### config.mk
export PLATFORM = sky130hd
export DESIGN_NAME = muldiv_unit
export DESIGN_NICKNAME = d
export VERILOG_FILES = /design/src/rtl/muldiv_pkg.sv /design/src/rtl/muldiv_prep.sv /design/src/rtl/muldiv_step.sv /design/src/rtl/muldiv_fix.sv /design/src/rtl/muldiv_unit.sv
export SDC_FILE = /design/constraint.sdc
export NUM_CORES = 1
export LEC_CHECK = 0
export BUFFER_PORTS_ARGS = -buffer_cell sky130_fd_sc_hd__buf_4
export CORE_ASPECT_RATIO = 1.4
export CORE_MARGIN = 2
export CORE_UTILIZATION = 25
export CTS_CLUSTER_SIZE = 24
export DETAILED_ROUTE_END_ITERATION = 16
export PLACE_DENSITY_LB_ADDON = 0.05
export SYNTH_ARGS = -nofsm -noshare
export SYNTH_HDL_FRONTEND = slang
export SYNTH_SLANG_ARGS = --single-unit
### constraint.sdc
create_clock -name clk -period 3.5 [get_ports clk]
set_input_delay 0.35 -clock clk [delete_from_list [all_inputs] [get_ports clk]]
set_output_delay 0.35 -clock clk [all_outputs]
set_load 0.01 [all_outputs]
### src/rtl/muldiv_pkg.sv
package muldiv_pkg;

    typedef enum logic [1:0] {
        OP_MULS = 2'd0,
        OP_MULU = 2'd1,
        OP_DIVS = 2'd2,
        OP_DIVU = 2'd3
    } md_op_e;

    typedef enum logic [1:0] {
        ST_IDLE = 2'd0,
        ST_ITER = 2'd1,
        ST_FIX  = 2'd2
    } md_state_e;

endpackage

### src/rtl/muldiv_prep.sv
module muldiv_prep #(
    parameter int WIDTH = 32
) (
    input  logic [1:0]       op,
    input  logic [WIDTH-1:0] opa,
    input  logic [WIDTH-1:0] opb,
    output logic [WIDTH-1:0] mag_a,
    output logic [WIDTH-1:0] mag_b,
    output logic             neg_res,
    output logic             neg_rem,
    output logic             is_div,
    output logic             div_zero
);
    logic signed_op;
    logic a_neg;
    logic b_neg;

    always_comb begin
        signed_op = ~op[0];
        is_div    = op[1];
        a_neg     = signed_op & opa[WIDTH-1];
        b_neg     = signed_op & opb[WIDTH-1];
        mag_a     = a_neg ? (~opa + 1'b1) : opa;
        mag_b     = b_neg ? (~opb + 1'b1) : opb;
        neg_res   = a_neg ^ b_neg;
        neg_rem   = a_neg;
        div_zero  = op[1] && (opb == '0);
    end
endmodule

### src/rtl/muldiv_step.sv
module muldiv_step #(
    parameter int WIDTH = 32
) (
    input  logic             is_div,
    input  logic [WIDTH-1:0] acc,
    input  logic [WIDTH-1:0] qreg,
    input  logic [WIDTH-1:0] mreg,
    output logic [WIDTH-1:0] acc_nx,
    output logic [WIDTH-1:0] qreg_nx
);
    logic [WIDTH:0]   sum;
    logic [WIDTH:0]   shl;
    logic [WIDTH-1:0] dif;
    logic             take;

    always_comb begin
        // multiply: add multiplicand when the low multiplier bit is set, shift right
        sum  = {1'b0, acc} + (qreg[0] ? {1'b0, mreg} : '0);
        // divide: shift partial remainder left, trial subtract
        shl  = {acc, qreg[WIDTH-1]};
        take = (shl >= {1'b0, mreg});
        dif  = shl[WIDTH-1:0] - mreg;
        if (is_div) begin
            acc_nx  = take ? dif : shl[WIDTH-1:0];
            qreg_nx = {qreg[WIDTH-2:0], take};
        end else begin
            acc_nx  = sum[WIDTH:1];
            qreg_nx = {sum[0], qreg[WIDTH-1:1]};
        end
    end
endmodule

### src/rtl/muldiv_fix.sv
module muldiv_fix #(
    parameter int WIDTH = 32
) (
    input  logic             is_div,
    input  logic             neg_res,
    input  logic             neg_rem,
    input  logic             div_zero,
    input  logic [WIDTH-1:0] acc,
    input  logic [WIDTH-1:0] qreg,
    output logic [WIDTH-1:0] hi_nx,
    output logic [WIDTH-1:0] lo_nx
);
    logic [2*WIDTH-1:0] prod;

    always_comb begin
        prod = neg_res ? (~{acc, qreg} + 1'b1) : {acc, qreg};
        if (is_div) begin
            hi_nx = neg_rem ? (~acc + 1'b1) : acc;
            lo_nx = div_zero ? '1 : (neg_res ? (~qreg + 1'b1) : qreg);
        end else begin
            hi_nx = prod[2*WIDTH-1:WIDTH];
            lo_nx = prod[WIDTH-1:0];
        end
    end
endmodule

### src/rtl/muldiv_unit.sv
module muldiv_unit
    import muldiv_pkg::*;
#(
    parameter int WIDTH = 32
) (
    input  logic             clk,
    input  logic             rst_n,
    input  logic             start_i,
    input  logic [1:0]       op_i,
    input  logic [WIDTH-1:0] a_i,
    input  logic [WIDTH-1:0] b_i,
    output logic             busy_o,
    output logic [WIDTH-1:0] hi_o,
    output logic [WIDTH-1:0] lo_o
);
    localparam int CNT_W = $clog2(WIDTH);
    localparam logic [CNT_W-1:0] LAST_STEP = CNT_W'(WIDTH - 1);

    md_state_e        state_q, state_d;
    logic [CNT_W-1:0] cnt_q;
    logic [WIDTH-1:0] acc_q, qreg_q, mreg_q;
    logic             neg_res_q, neg_rem_q, is_div_q, div_zero_q;

    logic [WIDTH-1:0] mag_a, mag_b;
    logic             p_neg_res, p_neg_rem, p_is_div, p_div_zero;
    logic [WIDTH-1:0] acc_nx, qreg_nx;
    logic [WIDTH-1:0] hi_nx, lo_nx;
    logic             accept;

    muldiv_prep #(.WIDTH(WIDTH)) prep_i (
        .op       (op_i),
        .opa      (a_i),
        .opb      (b_i),
        .mag_a    (mag_a),
        .mag_b    (mag_b),
        .neg_res  (p_neg_res),
        .neg_rem  (p_neg_rem),
        .is_div   (p_is_div),
        .div_zero (p_div_zero)
    );

    muldiv_step #(.WIDTH(WIDTH)) step_i (
        .is_div  (is_div_q),
        .acc     (acc_q),
        .qreg    (qreg_q),
        .mreg    (mreg_q),
        .acc_nx  (acc_nx),
        .qreg_nx (qreg_nx)
    );

    muldiv_fix #(.WIDTH(WIDTH)) fix_i (
        .is_div   (is_div_q),
        .neg_res  (neg_res_q),
        .neg_rem  (neg_rem_q),
        .div_zero (div_zero_q),
        .acc      (acc_q),
        .qreg     (qreg_q),
        .hi_nx    (hi_nx),
        .lo_nx    (lo_nx)
    );

    // next-state logic
    always_comb begin
        state_d = state_q;
        unique case (state_q)
            ST_IDLE: if (start_i)           state_d = ST_ITER;
            ST_ITER: if (cnt_q == LAST_STEP) state_d = ST_FIX;
            ST_FIX:                          state_d = ST_IDLE;
            default:                         state_d = ST_IDLE;
        endcase
    end

    // state register
    always_ff @(posedge clk or negedge rst_n) begin
        if (!rst_n) state_q <= ST_IDLE;
        else        state_q <= state_d;
    end

    // outputs
    always_comb begin
        busy_o = (state_q != ST_IDLE);
        accept = (state_q == ST_IDLE) && start_i;
    end

    // datapath
    always_ff @(posedge clk or negedge rst_n) begin
        if (!rst_n) begin
            cnt_q      <= '0;
            acc_q      <= '0;
            qreg_q     <= '0;
            mreg_q     <= '0;
            neg_res_q  <= 1'b0;
            neg_rem_q  <= 1'b0;
            is_div_q   <= 1'b0;
            div_zero_q <= 1'b0;
            hi_o       <= '0;
            lo_o       <= '0;
        end else begin
            if (accept) begin
                cnt_q      <= '0;
                acc_q      <= '0;
                qreg_q     <= mag_a;
                mreg_q     <= mag_b;
                neg_res_q  <= p_neg_res;
                neg_rem_q  <= p_neg_rem;
                is_div_q   <= p_is_div;
                div_zero_q <= p_div_zero;
            end else if (state_q == ST_ITER) begin
                cnt_q  <= cnt_q + 1'b1;
                acc_q  <= acc_nx;
                qreg_q <= qreg_nx;
            end
            if (state_q == ST_FIX) begin
                hi_o <= hi_nx;
                lo_o <= lo_nx;
            end
        end
    end
endmodule

==> flow_metrics.py <==
metrics = {
    "outcome": {
        "status": "complete, no violations",
    },
    "setup_path": {
        "worst_setup_path_start_kind": "flop",
        "crit_type": "reg -> reg",
        "max_stage_delay_ns": 0.61,
        "r2r-start": "qreg_q[8]$_DFFE_PN0P_",
        "endpoint": "hi_o[2]$_DFFE_PN0N_",
        "endpoint_kind": "flop",
        "cpLargestDelayFamily": "simple AND/OR/NAND/NOR gates",
        "crit_cells": 13,
        "crit_arrival_ns": 3.70,
        "cp-startpoint": "qreg_q[8]$_DFFE_PN0P_",
        "critical_path_required_ns": 3.82,
        "ff2ff_path_depth": 13,
        "path_max_fanout": 6,
        "cp_slowest_cell": "or4_4",
        "ff2ff_setup_slack_ns": 0.12,
        "worstReg2RegEnd": "hi_o[2]$_DFFE_PN0N_",
        "crit_path_frequent_cell": "buf_4",
        "path_buf_inv": 4,
        "cp_cell_sequence": "or4_4 -> nor4_4 -> buf_4 -> buf_4 -> nand4_1 -> buf_4 -> o21ai_0 -> buf_4 -> nand2b_1 -> a21oi_1 -> a21oi_1 -> xnor2_1 -> o21ai_0",
    },
    "sta": {
        "min_period_ns": 3.383,
        "skew_ns": 0.01399,
        "rsz0062_at_grt": "no",
        "clock.fmax_mhz": 295.6,
        "worstMarginPinSlew_ns": 0.9575,
        "finalSetupTns_ns": 0,
        "report.final.setup_viol": 0,
        "hold_viol_final": 0,
        "drv_slew": 0,
        "post-route-period-util_pct": 96.67,
        "slew_headroom_pct": 36.16,
    },
    "drt": {
        "remaining_drc_errors": 0,
        "routedWlPerCell_um": 21.82,
        "vias": 13660,
        "drt-total-wl_mm": 58.67,
        "ant_nets": 0,
        "first_pass_iters": 6,
        "vias_per_cell": 5.080,
        "drtIter0Drc": 787,
    },
    "global_routing": {
        "grt_pass1_vias": 13896,
        "grt_util_all_layers_pct": 20.56,
        "globalRouteOverflowTotal": 0,
        "antenna_found_initial": 0,
        "grt_start_max_net_pins": 89,
        "grt_pass1_wl_mm": 87.90,
    },
    "synth": {
        "syn_area_sq_um": 13820,
        "syn-num-nets": 1890,
        "synth_fa_ha_area_share_pct": 6.626,
        "ys_top_cells_by_count": "209 x nand2_1, 194 x o21ai_0, 171 x dfrtp_1",
        "synth_area_leaders": "dfrtp_1 31%, o21ai_0 7.0%, ha_1 6.3%, xor2_1 5.7%, nand2_1 5.7%",
        "synthCells": 1749,
        "async_flop_share_pct": 100.0,
        "synth_top_area_cell": "dfrtp_1",
        "yosysWarnings": 0,
        "synth-seq-area-share_pct": 30.96,
        "syn_area_per_cell_sq_um": 7.903,
        "yosys.area_share.simple_pct": 19.23,
        "synth_xor_area_share_pct": 10.84,
        "yosysMostFrequentCell": "nand2_1",
        "synth-compound-area-share_pct": 24.85,
        "synth_cell_types": 72,
        "yosysTopAreaCellShare_pct": 30.96,
        "yosys_register_bits": 171,
        "synth_top_flop_cell": "dfrtp_1",
        "synth_top_family_by_area": "compound AO/OA/AOI/OAI gates",
        "synth_edf_count": 0,
        "synthMuxAreaShare_pct": 2.897,
    },
    "floorplan": {
        "rows": 102,
        "die_height_um": 282.2,
        "fp.coreArea_sq_um": 55010,
        "io-pin-count": 134,
        "dieArea_sq_um": 57210,
        "initial_core_util_pct": 25.13,
        "die_w_um": 202.7,
    },
    "clock_network": {
        "cts.htree.levels": 4,
        "clock-sinks": 171,
        "clockBufferDepth": 2,
        "clk-insertion-delay-late_ns": 0.47,
        "tritoncts": "built",
        "cts_buffers": 17,
        "path_clk_slew_ns": 0.08,
        "root_buffer": "clkbuf_16",
    },
    "placed_design": {
        "port_buffers": 133,
        "hpwl_mm": 45.67,
        "placed_area_sq_um": 16490,
        "gp_congestion": 0.8417,
    },
    "power": {
        "p_leak_nw": 7.592,
        "powerDensity_nw_per_um2": 1139,
        "irDropWorstVdd_v": 0.0004825,
    },
    "worst_hold_path": {
        "min_path_type": "in -> reg",
    },
    "final_layout": {
        "final_nets": 2090,
        "syn_to_final_growth_pct": 24.34,
        "design_area_sq_um": 17190,
        "fillers": 5952,
        "drive_gt1_share_pct": 17.75,
        "diodes": 0,
    },
    "flow_run": {
        "drv_cap": 0,
    },
}
cells in the final DEF, fill, tap and decap left out, drive strengths merged, types with 16 or more instances in the layout:
cell type  count
o211ai        45
a31oi         17
nor2         151
clkbuf        19
ha            70
or4           16
inv           69
xnor2         81
o31ai         27
nand2        209
buf          279
o21ai        202
nand2b        20
or3           18
nor3          38
dfrtp        171
nand3         32
and2          16
a21o          25
mux2i         40
a21oi        140
xor2          90
flip-flops by register name (all words and copies together), names as in the netlist:
signal and count:
mreg_q 32, is_div_q 1, div_zero_q 1, cnt_q 5, lo_o 32, qreg_q 32
neg_res_q 1, hi_o 32, state_q 2, acc_q 32, neg_rem_q 1
metrics by stage:
stage / std cells / util, % / hold slack [ns] / power, W / worst slack (ns)
after floorplan: 1749 / - / 0.05441 / 0.01192 / 0.2311
after detailed placement: 2652 / 29.97 / 0.4739 / 0.01746 / -0.03376
after global placement: 2652 / 29.97 / 0.4690 / 0.01749 / 0.02518
after global routing: 2689 / 31.25 / 0.08425 / 0.02119 / 0.004162
after CTS: 2684 / 31.04 / 0.07659 / 0.01957 / 0.0006786
final: 2689 / 31.25 / 0.09758 / 0.01957 / 0.1165
cell type report:
cell class              count  area (sq um)  area share, %
well taps                 728         910.9          5.300
repair buffers            280          2158          12.56
clock buffers              19         452.9          2.635
flip-flops and latches    171          4283          24.92
multi-input cells        1412          9012          52.44
clock inverters            12         117.6         0.6843
inverters                  67         251.5          1.463
where the power goes:
group | switching [W] | internal [W]
Clock | 0.000958 | 0.00102
Sequential | 0.000775 | 0.00274
Combinational | 0.00823 | 0.00584
worst min path at each step:
stage / start / to / depth (start not counted)
CTS: op_i[1] / is_div_q$_DFFE_PN0P_ / 3
global route: op_i[1] / is_div_q$_DFFE_PN0P_ / 3
finish: op_i[1] / is_div_q$_DFFE_PN0P_ / 3
detailed placement: mreg_q[19]$_DFFE_PN0P_ / mreg_q[19]$_DFFE_PN0P_ / 2
global placement: mreg_q[26]$_DFFE_PN0P_ / mreg_q[26]$_DFFE_PN0P_ / 2
floorplan: rst_n / acc_q[0]$_DFFE_PN0P_ / 0
worst register-to-register path, delay by kind of cell (launching register included):
family / cells / cell delay, ns
compound gates: 4 / 0.77
xor+xnor: 1 / 0.39
buf+inv: 4 / 0.62
flops: 1 / 0.46
simple gates: 4 / 0.98
repair_timing:
action                                 4_1_cts  5_1_grt
endpoints found under the hold margin        1        0
setup endpoints to repair                    1       17
pin swaps                                    0        9
hold buffers                                 1        0
gates resized for setup                      2       18
setup buffers                                0        5
per-layer routing:
metal	vias to the layer above	wire, um	GRT usage (%)	share of wire (%)
met1	6673	23950	22.88	41
met3	81	1285	2.177	2.2
met2	264	30520	38.62	52
li1	6642	-	-	-
met4	0	2918	10.31	5.0
met5	-	0	0	0
logic make-up (layout without fill, tap and decap cells):
logic type	after synthesis	after routing
xor gates and xnor gates	171	171
DFF	171	171
AOI/OAI and AO/OA	561	561
and+or+nand+nor	568	568
muxes	40	40
adders and majority gates	72	72
buffers and inverters	166	378
(Power assumes the default switching activity.)
